$ cat src/rtl/hdec_pkg.sv
package hdec_pkg;
    localparam int RATIO_W   = 6;
    localparam int RATIO_MAX = 48;
    localparam int PHASE_MOD = 96;
    localparam int PHASE_W   = $clog2(PHASE_MOD + RATIO_MAX);

    typedef logic [RATIO_W-1:0] ratio_t;
    typedef logic [PHASE_W-1:0] phase_t;

    typedef struct packed {
        logic   keep;
        phase_t next_phase;
    } phase_step_t;

    function automatic ratio_t clamp_ratio(input ratio_t r);
        return (r > ratio_t'(RATIO_MAX)) ? ratio_t'(RATIO_MAX) : r;
    endfunction

    function automatic phase_step_t advance(input phase_t p, input ratio_t n);
        phase_step_t s;
        phase_t sum;
        sum = p + phase_t'(n);
        s.keep = (sum >= phase_t'(PHASE_MOD));
        s.next_phase = s.keep ? (sum - phase_t'(PHASE_MOD)) : sum;
        return s;
    endfunction
endpackage

$ cat src/rtl/hdec_ratio_clamp.sv
module hdec_ratio_clamp
    import hdec_pkg::*;
(
    input  ratio_t raw_i,
    output ratio_t ratio_o,
    output logic   active_o
);
    always_comb begin
        ratio_o  = clamp_ratio(raw_i);
        active_o = (ratio_o != '0);
    end
endmodule

$ cat src/rtl/hdec_phase_accum.sv
module hdec_phase_accum
    import hdec_pkg::*;
(
    input  logic   clk,
    input  logic   rst,
    input  logic   line_start_i,
    input  logic   valid_i,
    input  logic   active_i,
    input  ratio_t ratio_i,
    output logic   keep_o
);
    phase_t      phase_q;
    phase_t      base;
    phase_step_t step;

    always_comb begin
        base   = line_start_i ? '0 : phase_q;
        step   = advance(base, ratio_i);
        keep_o = valid_i && active_i && step.keep;
    end

    always_ff @(posedge clk) begin
        if (rst) begin
            phase_q <= '0;
        end else if (valid_i && active_i) begin
            phase_q <= step.next_phase;
        end else if (line_start_i) begin
            phase_q <= '0;
        end
    end

    a_r5_phase_below_modulus: assert property (@(posedge clk) disable iff (rst)
        phase_q < phase_t'(PHASE_MOD));

    a_r9_phase_holds_idle: assert property (@(posedge clk) disable iff (rst)
        (!$past(valid_i) && !$past(line_start_i) && !$past(rst)) |-> $stable(phase_q));
endmodule

$ cat src/rtl/hdec_out_stage.sv
module hdec_out_stage #(
    parameter int PIX_W = 10,
    parameter int CNT_W = 12
) (
    input  logic             clk,
    input  logic             rst,
    input  logic             line_start_i,
    input  logic             keep_i,
    input  logic [PIX_W-1:0] pix_i,
    output logic             wr_en_o,
    output logic [PIX_W-1:0] pix_o,
    output logic [CNT_W-1:0] count_o
);
    always_ff @(posedge clk) begin
        if (rst) begin
            wr_en_o <= 1'b0;
            pix_o   <= '0;
            count_o <= '0;
        end else begin
            wr_en_o <= keep_i;
            if (keep_i) begin
                pix_o <= pix_i;
            end
            if (line_start_i) begin
                count_o <= keep_i ? CNT_W'(1) : '0;
            end else if (keep_i) begin
                count_o <= count_o + CNT_W'(1);
            end
        end
    end

    a_r8_data_follows_input: assert property (@(posedge clk) disable iff (rst)
        wr_en_o |-> pix_o == $past(pix_i));

    a_r7_count_steps_with_strobe: assert property (@(posedge clk) disable iff (rst)
        (wr_en_o && !$past(line_start_i)) |-> count_o == $past(count_o) + CNT_W'(1));

    a_r6_count_cleared: assert property (@(posedge clk) disable iff (rst)
        ($past(line_start_i) && !wr_en_o) |-> count_o == '0);
endmodule

$ cat src/rtl/hdec_top.sv
module hdec_top
    import hdec_pkg::*;
#(
    parameter int PIX_W    = 10,
    parameter int MAX_LINE = 4096,
    localparam int CNT_W   = $clog2(MAX_LINE / 2 + 1)
) (
    input  logic             clk,
    input  logic             rst,
    input  logic             line_start_i,
    input  logic             pix_valid_i,
    input  logic [PIX_W-1:0] pix_i,
    input  logic [5:0]       reduce_i,
    output logic             wr_en_o,
    output logic [PIX_W-1:0] pix_o,
    output logic [CNT_W-1:0] kept_count_o
);
    ratio_t ratio;
    logic   active;
    logic   keep;

    hdec_ratio_clamp u_clamp (
        .raw_i   (reduce_i),
        .ratio_o (ratio),
        .active_o(active)
    );

    hdec_phase_accum u_phase (
        .clk         (clk),
        .rst         (rst),
        .line_start_i(line_start_i),
        .valid_i     (pix_valid_i),
        .active_i    (active),
        .ratio_i     (ratio),
        .keep_o      (keep)
    );

    hdec_out_stage #(.PIX_W(PIX_W), .CNT_W(CNT_W)) u_out (
        .clk         (clk),
        .rst         (rst),
        .line_start_i(line_start_i),
        .keep_i      (keep),
        .pix_i       (pix_i),
        .wr_en_o     (wr_en_o),
        .pix_o       (pix_o),
        .count_o     (kept_count_o)
    );

    a_r2_off_is_silent: assert property (@(posedge clk) disable iff (rst)
        ($past(reduce_i) == 6'd0) |-> !wr_en_o);

    a_r3_never_adjacent: assert property (@(posedge clk) disable iff (rst)
        !(wr_en_o && $past(wr_en_o)));

    a_r9_idle_no_output: assert property (@(posedge clk) disable iff (rst)
        !$past(pix_valid_i) |-> !wr_en_o);

    a_r1_reset_clears: assert property (@(posedge clk)
        $past(rst) |-> (!wr_en_o && kept_count_o == '0));
endmodule

$ cat config.mk
export PLATFORM = sky130hd
export DESIGN_NAME = hdec_top
export DESIGN_NICKNAME = d
export VERILOG_FILES = /design/src/rtl/hdec_pkg.sv /design/src/rtl/hdec_ratio_clamp.sv /design/src/rtl/hdec_phase_accum.sv /design/src/rtl/hdec_out_stage.sv /design/src/rtl/hdec_top.sv
export SDC_FILE = /design/constraint.sdc
export NUM_CORES = 1
export LEC_CHECK = 0
export ABC_AREA = 1
export CAP_MARGIN = 10
export CELL_PAD_IN_SITES_DETAIL_PLACEMENT = 1
export CELL_PAD_IN_SITES_GLOBAL_PLACEMENT = 1
export CORE_UTILIZATION = 32
export CTS_CLUSTER_SIZE = 30
export DETAILED_ROUTE_END_ITERATION = 7
export PLACE_DENSITY = 0.72
export SLEW_MARGIN = 20
export SYNTH_ARGS = -nofsm -noshare
export SYNTH_HDL_FRONTEND = slang
export SYNTH_SLANG_ARGS = --single-unit
$ cat constraint.sdc
create_clock -name clk -period 2.65 [get_ports clk]
set_clock_uncertainty 0.2 [all_clocks]
set_input_delay 0.53 -clock clk [delete_from_list [all_inputs] [get_ports clk]]
set_output_delay 0.53 -clock clk [all_outputs]
set_load 0.05 [all_outputs]
==> results.toml, run 1 <==
[detailed_routing]
drcViolationCount = 0
drtIter0Drc = 42
via_per_inst = 4.73
num_vias = 2083
totalWireLength_mm = 5.96
wire_per_inst_um = 13.5
ant_nets = 0
drt_pass1_iterations = 4

[sta]
setup_viol = 17
final.period_utilization = 1.02
timing.final.max_slew_violations = 0
maxSlewHeadroom = 0.665
fin_crit_ns = 2.71
worst_slack_ns = -0.0629
hold_viol = 0
grt_setup_unrepaired = "yes"
worst_pin_slew_ns = 0.500
fin_setup_tns_ns = -0.682
timing.hold.ws_ns = 0.298
timing.fmax_mhz = 369

[synth]
synth_top_area_cell = "dfxtp_1"
synthArstFlopShare = 0
synth_nets = 318
synth_cell_types = 30
yosys.area.top_type_share = 0.314
yosys.cell_count.top_type = "nor2_1"
yosysSeqAreaShare = 0.314
synth_warnings = 0
avgSynthCellArea_sq_um = 6.84
synth_flop_cell = "dfxtp_1"
synth-edff-count = 0
synth.area.top_cells = "dfxtp_1 (31%), nor2_1 (10%), nand2_1 (10%)"
synth_common_cells = "nor2_1 (55), nand2_1 (54), inv_1 (45), dfxtp_1 (31), nand3_1 (17)"
yosys_register_bits = 31
synth_area_sq_um = 1980
syn_inst = 289

[global_routing]
antenna_found_initial = 0
grt_usage = 0.184
grt_first_pass_wirelength_mm = 9.14
grt_max_degree = 28
grt-ovfl-total = 0
grt_pass1_vias = 2050

[clock_tree]
clock_path_buffers = 2
h-tree-depth = 2
clkLatencyLatePin_ns = 0.28
cts_hold_buffers = 0
cts_tree = "done"
cts_buffers = 5
root_buffer = "clkbuf_8"
clk_pin_slew_worst_paths_ns = 0.07
cts_sinks = 31

[critical_path]
path_max_fanout = 7
arrival_ns = 2.69
critPathRequiredTime_ns = 2.63
worst_setup_path_end_kind = "flop"
setup.worst_path.start_class = "input port"
critPathKind = "input port to flop"

[die]
initial_utilization = 0.332
die_height_um = 80.6
die_area_sq_um = 6500
num_rows = 28
coreArea_sq_um = 5960
ios = 43
dieWidth_um = 80.6

[power]
power.share.clock = 0.316
p_leak_nw = 1.34
pwr-share-comb = 0.280
report.power.total_mw = 1.22
seqPwrFrac = 0.405
power.density_nw_per_um2 = 406
p_switching_mw = 0.382
swShare = 0.313
peakVddDrop_mv = 0.175
p_int_mw = 0.838

[place]
portBuffers = 42
finalWeightedCongestion = 0.768
dp_cells = 419
hpwl_mm = 4.14
post-place-ws_ns = -0.756

[layout]
area_delta_synth_final_pct = 51.8
n_antenna_cell = 0
drive_above_1_share = 0.318
nFillCells = 763
fin_cells = 440
fin_nets = 394

[outcome]
violations = "negative setup slack"
status = "complete, but fails checks"

[hold_path]
min_path_type = "flop to flop"

[flow_run]
cap_violations = 0
## state kept, by name, indices dropped and copies added (netlist names)
signal	count
u_out.pix_o	10
u_phase.phase_q	8
u_out.count_o	12
u_out.wr_en_o	1
## cell usage in the layout (no fill, tap or decap), types with 8 or more instances in the layout
cell type and count:
nand3_1 9, nand2_2 8, inv_1 43, nor2_1 44, o21ai_2 10, nand3_2 16
buf_4 31, nand2_1 47, dfxtp_1 31, clkdlybuf4s50_1 35, nor2_2 11, a21oi_1 8
## power groups by stage
stage / Combinational, mW / Sequential [mW] / Clock [mW]
finish: 0.341 / 0.494 / 0.385
global route: 0.371 / 0.495 / 0.417
CTS: 0.295 / 0.492 / 0.398
detailed placement: 0.283 / 0.503 / 0
global placement: 0.278 / 0.502 / 0
floorplan: 0.144 / 0.535 / 0
## path summary, 6_finish.rpt
| kind | to | start | slack [ns] | cells past startpoint |
|---|---|---|---|---|
| hold reg to reg | u_out.pix_o[0] | u_out.pix_o[0] | 0.30 | 2 |
| setup / recovery | u_out.pix_o[8] | reduce_i[1] | -0.06 | 18 |
| hold / removal | u_out.pix_o[0] | u_out.pix_o[0] | 0.30 | 2 |
| setup reg to reg | u_out.pix_o[8] | u_phase.phase_q[0] | 0.32 | 16 |
## worst max-delay path, cell delays in order
cell and delay (ns):
buf_8 0.10, nor4_4 0.31, nor2_2 0.09, nor2_2 0.13, ha_2 0.20, inv_2 0.04
fa_2 0.34, inv_2 0.07, nand2_2 0.06, nand3_2 0.07, nand2_2 0.07, nand2_4 0.08
nand2_4 0.07, nand2_8 0.11, buf_12 0.11, nand2_4 0.09, o21ai_2 0.16, nor2_1 0.05
## cell type report
type,instances,area (sq um),share of cell area
Multi-Input combinational cell,201,1290,0.429
Timing Repair Buffer,76,703,0.234
Sequential cell,31,621,0.207
Inverter,49,201,0.0671
Tap cell,75,93.8,0.0313
Clock buffer,6,82.6,0.0275
Timing Repair inverter,1,8.76,0.00292
Clock inverter,1,5.00,0.00167
## metrics by stage
stage	utilization	cell area (sq um)
detailed placement	0.438	2610
global placement	0.438	2610
floorplan	-	2010
CTS	0.466	2780
finish	0.504	3000
global route	0.504	3000
## timing repair
action	CTS	global route
gates cloned	0	2
pin swaps	12	26
resized for setup	29	45
buffers inserted	9	3
setup endpoints to repair	27	26
## layer usage
layer / GRT usage / routed length (um)
met4: 0.0607 / 85
met2: 0.317 / 2970
met5: 0 / 0
met3: 0.0330 / 161
met1: 0.229 / 2740
## cells by family (layout without fill, tap and decap cells)
kind of cell,count (synthesis),after routing,synth area share
fa+ha+maj,9,9,0.0608
compound gates,34,34,0.0911
xor+xnor,3,3,0.0133
buf+inv,58,133,0.140
flops,31,31,0.314
simple gates,154,155,0.380
Power figures use the tool's default switching activity.
==> run 2: changes to the inputs <==
--- a/config.mk
+++ b/config.mk
@@ -9,10 +9,11 @@
 export CAP_MARGIN = 10
 export CELL_PAD_IN_SITES_DETAIL_PLACEMENT = 1
 export CELL_PAD_IN_SITES_GLOBAL_PLACEMENT = 1
-export CORE_UTILIZATION = 32
+export CORE_UTILIZATION = 33
+export CTS_BUF_LIST = sky130_fd_sc_hd__clkbuf_4
 export CTS_CLUSTER_SIZE = 30
 export DETAILED_ROUTE_END_ITERATION = 7
-export PLACE_DENSITY = 0.72
+export PLACE_DENSITY = 0.74
 export SLEW_MARGIN = 20
 export SYNTH_ARGS = -nofsm -noshare
 export SYNTH_HDL_FRONTEND = slang
==> run 2 against run 1 <==
Largest cell class unchanged. Cell area up 0.75%. Critical path type unchanged. The run still ends with negative setup slack left. First-iteration DRC count down 33%. Critical path depth up 1. Routed wire length up 5.3%. Power up 1.4%. Die area down 3.0%. Combinational power up 1%. Sequential power about the same. Register-to-register slack about the same. Maximum frequency up 1.1%. Cell count up 0.68%.
==> results.toml, run 2 (synthesis gave the netlist of run 1 again) <==
[die]
coreArea_sq_um = 5640
die_height_um = 79.4
ios = 43
initial_utilization = 0.350
dieWidth_um = 79.4
num_rows = 27
die_area_sq_um = 6300

[critical_path]
critPathKind = "input port to flop"
cpMaxStageDelayCell = "nor4_4"
worstReg2RegEnd = "u_out.count_o[3]"
path_max_fanout = 6
crit_start = "reduce_i[3]"
critPathRequiredTime_ns = 2.74
worstReg2RegStart = "u_phase.phase_q[0]"
cpPeakStageDelay_ns = 0.34
worst_setup_path_end_kind = "flop"
timing.reg2reg.setup_slack_ns = 0.33
rr_worst_depth = 17
arrival_ns = 2.78
setup.worst_path.start_class = "input port"
crit_chain = "buf_8, nor4_4, nor2_2, nor2_2, ha_4, inv_2, fa_2, inv_2, nand2_2, nand3_2, nand2_4, nand2_4, nand2_8, nand2_8, buf_12, nand3_2, nand2_1, nand2_1, nor2_1"

[global_routing]
grt_first_pass_wirelength_mm = 10.1
grt_usage = 0.208
antenna_found_initial = 0
grt_max_degree = 28
grt-ovfl-total = 0
grt_pass1_vias = 2131

[sta]
timing.final.max_slew_violations = 0
fin_crit_ns = 2.68
hold_viol = 0
grt_setup_unrepaired = "yes"
timing.hold.ws_ns = 0.300
final.period_utilization = 1.01
maxSlewHeadroom = 0.623
timing.fmax_mhz = 373
worst_slack_ns = -0.0329
setup_viol = 3
worst_pin_slew_ns = 0.560

[clock_tree]
cts_buffers = 5
cts_hold_buffers = 0
clkLatencyLatePin_ns = 0.36
clk_pin_slew_worst_paths_ns = 0.11
root_buffer = "clkbuf_4"
h-tree-depth = 2
clock_path_buffers = 2
cts_sinks = 31
cts_tree = "done"

[power]
pwr-share-comb = 0.279
p_switching_mw = 0.399
peakVddDrop_mv = 0.176
report.power.total_mw = 1.24
p_int_mw = 0.838
seqPwrFrac = 0.399
swShare = 0.323
power.density_nw_per_um2 = 409
p_leak_nw = 1.35
power.share.clock = 0.322

[layout]
largest_registers = "u_out.count_o: 12 flops, u_out.pix_o: 10 flops, u_phase.phase_q: 8 flops"
fin_cells = 443
drive_above_1_share = 0.323
n_antenna_cell = 0
final_cell_mix = "nand2_1 (44), nor2_1 (44), inv_1 (41), clkdlybuf4s50_1 (35), buf_4 (33)"
regMostFlops = "u_out.count_o"
fin_nets = 399
nFillCells = 732
postLayoutCellArea_sq_um = 3020
largest_register_ff_count = 12
area_delta_synth_final_pct = 53.0

[detailed_routing]
via_per_inst = 4.79
wire_per_inst_um = 14.2
drt_pass1_iterations = 4
drtIter0Drc = 28
ant_nets = 0
num_vias = 2124
drcViolationCount = 0
totalWireLength_mm = 6.27

[outcome]
violations = "negative setup slack"
status = "complete, but fails checks"

[flow_run]
cap_violations = 0

[hold_path]
whs_endpoint = "u_out.count_o[11]"
min_path_type = "flop to flop"
min_from = "u_out.count_o[11]"
hold_depth = 2

[place]
dp_cells = 417
portBuffers = 42
dpl_cell_area_sq_um = 2600
post-place-ws_ns = -0.805
hpwl_mm = 4.19
finalWeightedCongestion = 0.812
## run 2: changes by cell type in the layout (fill, tap and decap cells not counted), sizes merged
cell | before | now
bufinv | 0 | 1
nand2 | 63 | 64
clkbuf | 6 | 5
clkdlybuf4s15 | 1 | 0
buf | 37 | 43
## run 2: cell type report
cell class	instances	area [sq um]	area share
flip-flops and latches	31	621	0.205
inverters	49	196	0.0650
multi-input cells	202	1280	0.424
clock inverters	3	43.8	0.0145
well taps	72	90.1	0.0298
clock buffers	5	37.5	0.0124
repair buffers	81	752	0.249
## run 2: timing repair
| item | 4_1_cts | 5_1_grt |
|---|---|---|
| cloned | 1 | 1 |
| endpoints found under the setup margin | 26 | 26 |
| resized for setup | 45 | 29 |
| pin swaps | 17 | 22 |
| setup buffers | 12 | 4 |
## run 2: critical path, delay by kind of cell
kind / cells / cell delay [ns]
simple gates: 13 / 1.42
fa+ha+maj: 2 / 0.50
buf+inv: 4 / 0.31
## run 2: power groups by stage
stage	combinational [mW]	clock (mW)	sequential (mW)
final	0.345	0.398	0.493
after global routing	0.371	0.432	0.496
after CTS	0.315	0.404	0.492
after detailed placement	0.277	0	0.503
after global placement	0.271	0	0.502
after floorplan	0.144	0	0.535
## run 2: metal layers
layer	track usage	share of wire	vias to the layer above	wire, um
met4	0.0655	0.021	0	130
met5	0	0	-	0
met1	0.250	0.45	1002	2820
li1	-	-	1070	-
met2	0.367	0.49	41	3070
met3	0.0434	0.040	11	254
## run 2: per-stage QoR
step	setup TNS [ns]	util
finish	-0.0496	0.536
global route	-1.51	0.536
CTS	0	0.511
detailed placement	-19.59	0.461
global placement	-15.93	0.461
floorplan	-1.11	-
## run 2: worst max path at each step
stage | to | slack (ns) | cells after the start
6_report | u_out.count_o[3] | -0.03 | 19
5_1_grt | u_out.count_o[3] | -0.12 | 19
4_1_cts | u_out.count_o[9] | 0.0006 | 17
3_5_place_dp | u_out.count_o[9] | -0.80 | 17
3_3_place_gp | u_out.count_o[1] | -0.65 | 17
2_1_floorplan | u_out.pix_o[1] | -0.09 | 17
